**config.mk**
```make
export PLATFORM = sky130hd
export DESIGN_NAME = qevt_counter
export DESIGN_NICKNAME = d
export VERILOG_FILES = /design/src/rtl/qevt_pkg.sv /design/src/rtl/qevt_select.sv /design/src/rtl/qevt_qualify.sv /design/src/rtl/qevt_accum.sv /design/src/rtl/qevt_counter.sv
export SDC_FILE = /design/constraint.sdc
export NUM_CORES = 1
export LEC_CHECK = 0
export BUFFER_PORTS_ARGS = -buffer_cell sky130_fd_sc_hd__buf_2
export CORE_UTILIZATION = 55
export CTS_CLUSTER_DIAMETER = 150
export DETAILED_ROUTE_END_ITERATION = 10
export PLACE_DENSITY = 0.89
export SYNTH_ARGS = -nofsm -noshare
export SYNTH_HDL_FRONTEND = slang
export SYNTH_SLANG_ARGS = --single-unit
```
**constraint.sdc**
```tcl
create_clock -name clk_i -period 20.1 [get_ports clk_i]
set_clock_uncertainty 0.2 [all_clocks]
set_input_delay 3.015 -clock clk_i [delete_from_list [all_inputs] [get_ports clk_i]]
set_output_delay 3.015 -clock clk_i [all_outputs]
set_load 0.005 [all_outputs]
```
**src/rtl/qevt_pkg.sv**
```systemverilog
package qevt_pkg;

    localparam int LANES = 8;
    localparam int CFG_W = 32;

    typedef struct packed {
        logic [7:0] cmask;
        logic [1:0] spare;
        logic       enable;
        logic       int_en;
        logic       inv;
        logic       edge_md;
        logic       os_en;
        logic       usr_en;
        logic [7:0] umask;
        logic [7:0] code;
    } cfg_t;

    typedef struct packed {
        logic prev;
    } qual_st_t;

endpackage

```
**src/rtl/qevt_select.sv**
```systemverilog
module qevt_select #(
    parameter int NUM_CODES = 4,
    parameter int CNT_W     = 3,
    parameter int SUM_W     = 6
) (
    input  logic [NUM_CODES*qevt_pkg::LANES*CNT_W-1:0] lanes_i,
    input  logic [7:0]                                 code_i,
    input  logic [7:0]                                 umask_i,
    output logic [SUM_W-1:0]                           sum_o
);
    localparam int LN = qevt_pkg::LANES;

    logic [LN-1:0]    pick;
    logic [SUM_W-1:0] grp_sum [NUM_CODES];

    // a zero mask selects the base lane only
    assign pick = (umask_i == '0) ? LN'(1) : umask_i;

    for (genvar c = 0; c < NUM_CODES; c++) begin : g_grp
        logic [SUM_W-1:0] acc;
        always_comb begin
            acc = '0;
            for (int l = 0; l < LN; l++) begin
                if (pick[l]) begin
                    acc = acc + SUM_W'(lanes_i[(c*LN+l)*CNT_W +: CNT_W]);
                end
            end
        end
        assign grp_sum[c] = acc;
    end

    always_comb begin
        sum_o = '0;
        for (int c = 0; c < NUM_CODES; c++) begin
            if (code_i == 8'(c)) begin
                sum_o = grp_sum[c];
            end
        end
    end

endmodule

```
**src/rtl/qevt_qualify.sv**
```systemverilog
module qevt_qualify #(
    parameter int SUM_W = 6
) (
    input  logic             clk_i,
    input  logic             rst_ni,
    input  logic [SUM_W-1:0] sum_i,
    input  logic [7:0]       cmask_i,
    input  logic             inv_i,
    input  logic             edge_md_i,
    input  logic             os_en_i,
    input  logic             usr_en_i,
    input  logic             enable_i,
    input  logic [1:0]       priv_i,
    input  logic             clr_prev_i,
    output logic [SUM_W-1:0] amt_o
);
    import qevt_pkg::*;

    qual_st_t   st_d, st_q;
    logic [15:0] sum_ext, cm_ext;
    logic        thr, priv_ok, hit;

    always_comb begin
        sum_ext = 16'(sum_i);
        cm_ext  = 16'(cmask_i);
        if (cmask_i == '0) begin
            thr = (sum_i != '0);
        end else if (inv_i) begin
            thr = (sum_ext < cm_ext);
        end else begin
            thr = (sum_ext >= cm_ext);
        end
        priv_ok = (!os_en_i && !usr_en_i)
                || (os_en_i && priv_i == 2'd0)
                || (usr_en_i && priv_i != 2'd0);
        hit = enable_i && thr && priv_ok;

        if (edge_md_i) begin
            amt_o = (hit && !st_q.prev) ? SUM_W'(1) : '0;
        end else if (hit) begin
            amt_o = (cmask_i == '0) ? sum_i : SUM_W'(1);
        end else begin
            amt_o = '0;
        end

        st_d      = st_q;
        st_d.prev = clr_prev_i ? 1'b0 : hit;
    end

    always_ff @(posedge clk_i or negedge rst_ni) begin
        if (!rst_ni) st_q <= '0;
        else         st_q <= st_d;
    end

    AST_EDGE_SINGLE: assert property (@(posedge clk_i) disable iff (!rst_ni)
        (edge_md_i && amt_o != '0 && !clr_prev_i) |=> (amt_o == '0));
    AST_THRESH_UNIT: assert property (@(posedge clk_i) disable iff (!rst_ni)
        (cmask_i != '0) |-> (amt_o <= SUM_W'(1)));
    AST_PRIV_BLOCK: assert property (@(posedge clk_i) disable iff (!rst_ni)
        (os_en_i && !usr_en_i && priv_i != 2'd0) |-> (amt_o == '0));

endmodule

```
**src/rtl/qevt_accum.sv**
```systemverilog
module qevt_accum #(
    parameter int CTR_W = 40,
    parameter int SUM_W = 6
) (
    input  logic             clk_i,
    input  logic             rst_ni,
    input  logic [SUM_W-1:0] amt_i,
    input  logic             cnt_we_i,
    input  logic [CTR_W-1:0] cnt_wdata_i,
    input  logic             ovf_clr_i,
    output logic [CTR_W-1:0] cnt_o,
    output logic             ovf_o
);
    typedef struct packed {
        logic [CTR_W-1:0] cnt;
        logic             ovf;
    } acc_st_t;

    acc_st_t        st_d, st_q;
    logic [CTR_W:0] tot;
    logic           wrap;

    always_comb begin
        tot  = {1'b0, st_q.cnt} + {{(CTR_W+1-SUM_W){1'b0}}, amt_i};
        st_d = st_q;
        wrap = 1'b0;
        if (cnt_we_i) begin
            st_d.cnt = cnt_wdata_i;
        end else begin
            st_d.cnt = tot[CTR_W-1:0];
            wrap     = tot[CTR_W];
        end
        st_d.ovf = wrap | (st_q.ovf & ~ovf_clr_i);
    end

    always_ff @(posedge clk_i or negedge rst_ni) begin
        if (!rst_ni) st_q <= '0;
        else         st_q <= st_d;
    end

    assign cnt_o = st_q.cnt;
    assign ovf_o = st_q.ovf;

    AST_WRITE_WINS: assert property (@(posedge clk_i) disable iff (!rst_ni)
        cnt_we_i |=> (cnt_o == $past(cnt_wdata_i)));
    AST_FLAG_STICKY: assert property (@(posedge clk_i) disable iff (!rst_ni)
        (ovf_o && !ovf_clr_i) |=> ovf_o);
    AST_FLAG_ON_WRAP: assert property (@(posedge clk_i) disable iff (!rst_ni)
        $rose(ovf_o) |-> (cnt_o < $past(cnt_o)));
    AST_IDLE_HOLD: assert property (@(posedge clk_i) disable iff (!rst_ni)
        (!cnt_we_i && amt_i == '0) |=> $stable(cnt_o));

endmodule

```
**src/rtl/qevt_counter.sv**
```systemverilog
module qevt_counter #(
    parameter int NUM_CODES = 4,
    parameter int CNT_W     = 3,
    parameter int CTR_W     = 40
) (
    input  logic                                       clk_i,
    input  logic                                       rst_ni,
    input  logic [NUM_CODES*qevt_pkg::LANES*CNT_W-1:0] evt_lanes_i,
    input  logic [1:0]                                 priv_i,
    input  logic                                       cfg_we_i,
    input  logic [31:0]                                cfg_wdata_i,
    output logic [31:0]                                cfg_o,
    input  logic                                       cnt_we_i,
    input  logic [CTR_W-1:0]                           cnt_wdata_i,
    output logic [CTR_W-1:0]                           cnt_o,
    input  logic                                       ovf_clr_i,
    output logic                                       ovf_o,
    output logic                                       irq_o
);
    import qevt_pkg::*;

    localparam int SUM_W = CNT_W + $clog2(LANES);

    cfg_t             cfg_d, cfg_q;
    logic [SUM_W-1:0] sel_sum, amt;

    always_comb begin
        cfg_d = cfg_q;
        if (cfg_we_i) cfg_d = cfg_t'(cfg_wdata_i);
    end

    always_ff @(posedge clk_i or negedge rst_ni) begin
        if (!rst_ni) cfg_q <= '0;
        else         cfg_q <= cfg_d;
    end

    qevt_select #(.NUM_CODES(NUM_CODES), .CNT_W(CNT_W), .SUM_W(SUM_W)) sel_i (
        .lanes_i (evt_lanes_i),
        .code_i  (cfg_q.code),
        .umask_i (cfg_q.umask),
        .sum_o   (sel_sum)
    );

    qevt_qualify #(.SUM_W(SUM_W)) qual_i (
        .clk_i      (clk_i),
        .rst_ni     (rst_ni),
        .sum_i      (sel_sum),
        .cmask_i    (cfg_q.cmask),
        .inv_i      (cfg_q.inv),
        .edge_md_i  (cfg_q.edge_md),
        .os_en_i    (cfg_q.os_en),
        .usr_en_i   (cfg_q.usr_en),
        .enable_i   (cfg_q.enable),
        .priv_i     (priv_i),
        .clr_prev_i (cfg_we_i),
        .amt_o      (amt)
    );

    qevt_accum #(.CTR_W(CTR_W), .SUM_W(SUM_W)) acc_i (
        .clk_i       (clk_i),
        .rst_ni      (rst_ni),
        .amt_i       (amt),
        .cnt_we_i    (cnt_we_i),
        .cnt_wdata_i (cnt_wdata_i),
        .ovf_clr_i   (ovf_clr_i),
        .cnt_o       (cnt_o),
        .ovf_o       (ovf_o)
    );

    assign cfg_o = cfg_q;
    assign irq_o = ovf_o & cfg_q.int_en;

    AST_IRQ_FLAG: assert property (@(posedge clk_i) disable iff (!rst_ni)
        irq_o |-> ovf_o);
    AST_HOLD_OFF: assert property (@(posedge clk_i) disable iff (!rst_ni)
        (!cfg_q.enable && !cnt_we_i) |=> $stable(cnt_o));
    AST_CFG_LOAD: assert property (@(posedge clk_i) disable iff (!rst_ni)
        cfg_we_i |=> (cfg_o == $past(cfg_wdata_i)));

endmodule

```
==> results by group <==
Yosys
  • Cells after Synth: 1246
  • Netlist Area Pre-Place: 0.00978 sq mm
  • Register bit total from synthesis: 74
  • Seq/Total Area, Yosys: 18.9%
  • Synth async-reset ratio: 100%
  • Post-Synthesis Net Count: 1547
  • Number of synthesized flops with an enable pin: 0
  • Synth warn: 0
  • Yosys cell types: 72
  • Syn Area/Cell: 7.85 sq um
  • Post-synth top flop: dfrtp_1

Place
  • IO Port Bufs: 248
  • DP Cell Count: 1676
  • Post-place setup slack: 5800 ps
  • Post-detail-place hpwl: 22000 microns
  • Gp weighted congestion: 0.969

Clock network
  • Htree depth: 3
  • Clk_lat worst skew: 340 ps
  • Post-CTS setup buffers: 0
  • CTS Buf Count: 9
  • Post-CTS Resized: 0
  • Root Buffer: clkbuf_16
  • CTS clk-pin slew, worst paths: 60 ps
  • CTS sink cnt: 74
  • Hold buffers post-CTS: 0
  • Clk buf depth: 2
  • CTS tree: done

Setup path
  • Crit-path max cell delay: 570 ps
  • Critical path origin: evt_lanes_i[0]
  • Cell mode on critical path: fa_1
  • Worst path arrival time: 14030 ps
  • CP Max Fanout: 9
  • CP Class: in2reg
  • Worst R2R Path Depth: 58
  • CP max stage cell: o41ai_1
  • Critical path startpoint category: input pin
  • Reg-to-reg endpoint: acc_i.cnt_o[34]
  • Critical Path RT: 20070 ps
  • R2r startpoint: cfg_o[15]
  • Worst reg2reg setup slack: 6420 ps
  • Critical Path Sink Type: flop

Detailed routing
  • Via density per instance: 5.90
  • WL met2: 13400 microns
  • Routed met3 length: 2060 microns
  • Avg WL per Cell: 16.3 microns
  • DRT Pass-1 Iters: 5
  • Final ANT Viol Nets: 0
  • 1st-iter DRT viols: 604
  • Met1 wire length: 10900 microns
  • Vias: 10006
  • Total wire length: 27600 microns
  • Top layer used by detailed routing: met4
  • Drt drc: 0

Timing
  • Setup WS post-layout: 6040 ps
  • Final setup TNS: 0 ps
  • Final Hold Fails: 0
  • Relative slew slack: 24.8%
  • Tcrit/Tclk final: 70.0%
  • Worst slew pin tran: 1130 ps
  • Max Freq: 71.1 MHz
  • RSZ-0062 raised after global routing: no
  • Final-report max-slew violation count: 0
  • Finish-stage setup viols: 0
  • Final min period: 14060 ps

GRT
  • Global Route Usage Sum: 30.3%
  • Largest net degree at the start of global routing: 80
  • Number of global-route vias before repair: 9619
  • Initial antenna violation count: 5
  • Total grt overflow: 0
  • First-pass GRT wire length: 44600 microns

Floorplanning
  • Row cnt: 48
  • Core area: 0.0174 sq mm
  • Die area: 0.0183 sq mm
  • Die height: 135 microns
  • IO Pins: 249
  • Die span in x: 135 microns
  • Initial Util: 56.4%

Layout
  • Synthesis-to-finish area growth: 17.1%
  • Nets: 1763
  • Layout Cells excl Fill: 1697
  • Most common cell after layout, fill and taps aside: buf_2
  • Filler cells: 1422
  • Highest-count cells in the layout ignoring fill and taps: 247 x buf_2, 139 x nand2_1, 138 x o21ai_0
  • Layout cells sized above 1: 21.9%

Power and ir drop
  • Final Total Pwr: 0.913 mW
  • Max rail drop VDD: 0.0495 mV
  • P_leak: 5.35 nW
  • PD cells: 79.8 mW/mm^2

Hold path
  • Hold path depth: 1
  • Worst Hold Class: reg2reg
  • Worst Hold End: cfg_o[23]
  • HP Start: cfg_o[23]

Run
  • Max Cap Viol: 0

Run status
  • Status: finished clean
-- synthesized netlist by cell type (6+ instances only) --
master,number,area [sq um]
a211oi_1,18,135
a21o_1,6,45.0
a21oi_1,59,295
a22o_1,7,61.3
a22oi_1,6,45.0
a31oi_1,7,43.8
and2_1,16,100
and3_1,7,43.8
buf_1,8,30.0
clkbuf_1,29,109
dfrtp_1,74,1850
fa_1,28,561
ha_1,98,1230
inv_1,100,375
mux2_2,35,394
mux2i_1,17,170
nand2_1,139,522
nand2b_1,14,87.6
nand3_1,26,130
nand4_1,9,56.3
nor2_1,81,304
nor2b_1,43,269
nor3_1,21,105
nor4_1,10,62.6
o211ai_1,10,75.1
o21a_1,21,158
o21ai_0,138,691
o21ai_1,8,40.0
o221ai_1,8,70.1
o31ai_1,7,52.6
or2_2,9,56.3
or3_1,7,43.8
xnor2_1,68,596
xor2_1,36,315
-- routing by layer --
metal / GRT usage (%) / up-vias
li1: - / 4815
met1: 36.7 / 4677
met2: 52.5 / 423
met3: 4.34 / 91
met4: 14.5 / 0
met5: 0 / -
-- cells by family (layout without fill, tap and decap cells) --
| family | count (synthesis) | after routing | synth area share [%] |
|---|---|---|---|
| fa+ha+maj | 126 | 126 | 18.3 |
| compound gates | 337 | 337 | 21.2 |
| flops | 74 | 74 | 18.9 |
| buf+inv | 149 | 370 | 6.05 |
| simple gates | 400 | 400 | 19.7 |
| mux | 52 | 52 | 5.77 |
| xor+xnor | 108 | 108 | 10.0 |
| other cells | 0 | 5 | 0 |
-- how the worst max path moves through the flow --
| stage | end | slack (ps) | cells past startpoint |
|---|---|---|---|
| floorplan | acc_i.cnt_o[38] | 7110 | 55 |
| global placement | acc_i.cnt_o[38] | 6170 | 56 |
| detailed placement | acc_i.cnt_o[36] | 5800 | 56 |
| CTS | acc_i.cnt_o[36] | 6150 | 56 |
| global route | acc_i.cnt_o[36] | 5240 | 56 |
| finish | acc_i.cnt_o[34] | 6040 | 56 |
-- where the power goes --
group / switching [mW] / internal [mW]
Clock: 0.0662 / 0.100
Sequential: 0.0183 / 0.163
Combinational: 0.317 / 0.248
-- layout make-up --
cell class                      count  area (sq um)  area share, %
Sequential cell                    74          1850           16.2
Inverter                          101           379           3.31
Multi-Input combinational cell   1023          7340           64.1
Antenna cell                        5          12.5          0.109
Clock inverter                      5          62.6          0.546
Tap cell                          225           282           2.46
Timing Repair Buffer              253          1280           11.2
Clock buffer                       11           243           2.12
-- registers in the layout, summed over array words and instances, names as in the netlist --
name and count:
qual_i.st_q 1, acc_i.cnt_o 40, cfg_o 32, acc_i.ovf_o 1
-- per-stage QoR --
step           util (%)  cell area [sq um]  hold WS, ps
5_1_grt            65.9              11400          333
3_5_place_dp       64.1              11100          291
3_3_place_gp       64.1              11100          289
6_report           66.0              11400          308
2_1_floorplan         -               9780          305
4_1_cts            65.9              11400          308
-- critical path: cells and delay by family --
kind                       cells  cell delay [ps]
AOI/OAI and AO/OA             20             3510
buffers and inverters          8              730
adders and majority gates     11             4310
and+or+nand+nor               16             2330
xor gates and xnor gates       1              150
Power figures use the tool's default switching activity.
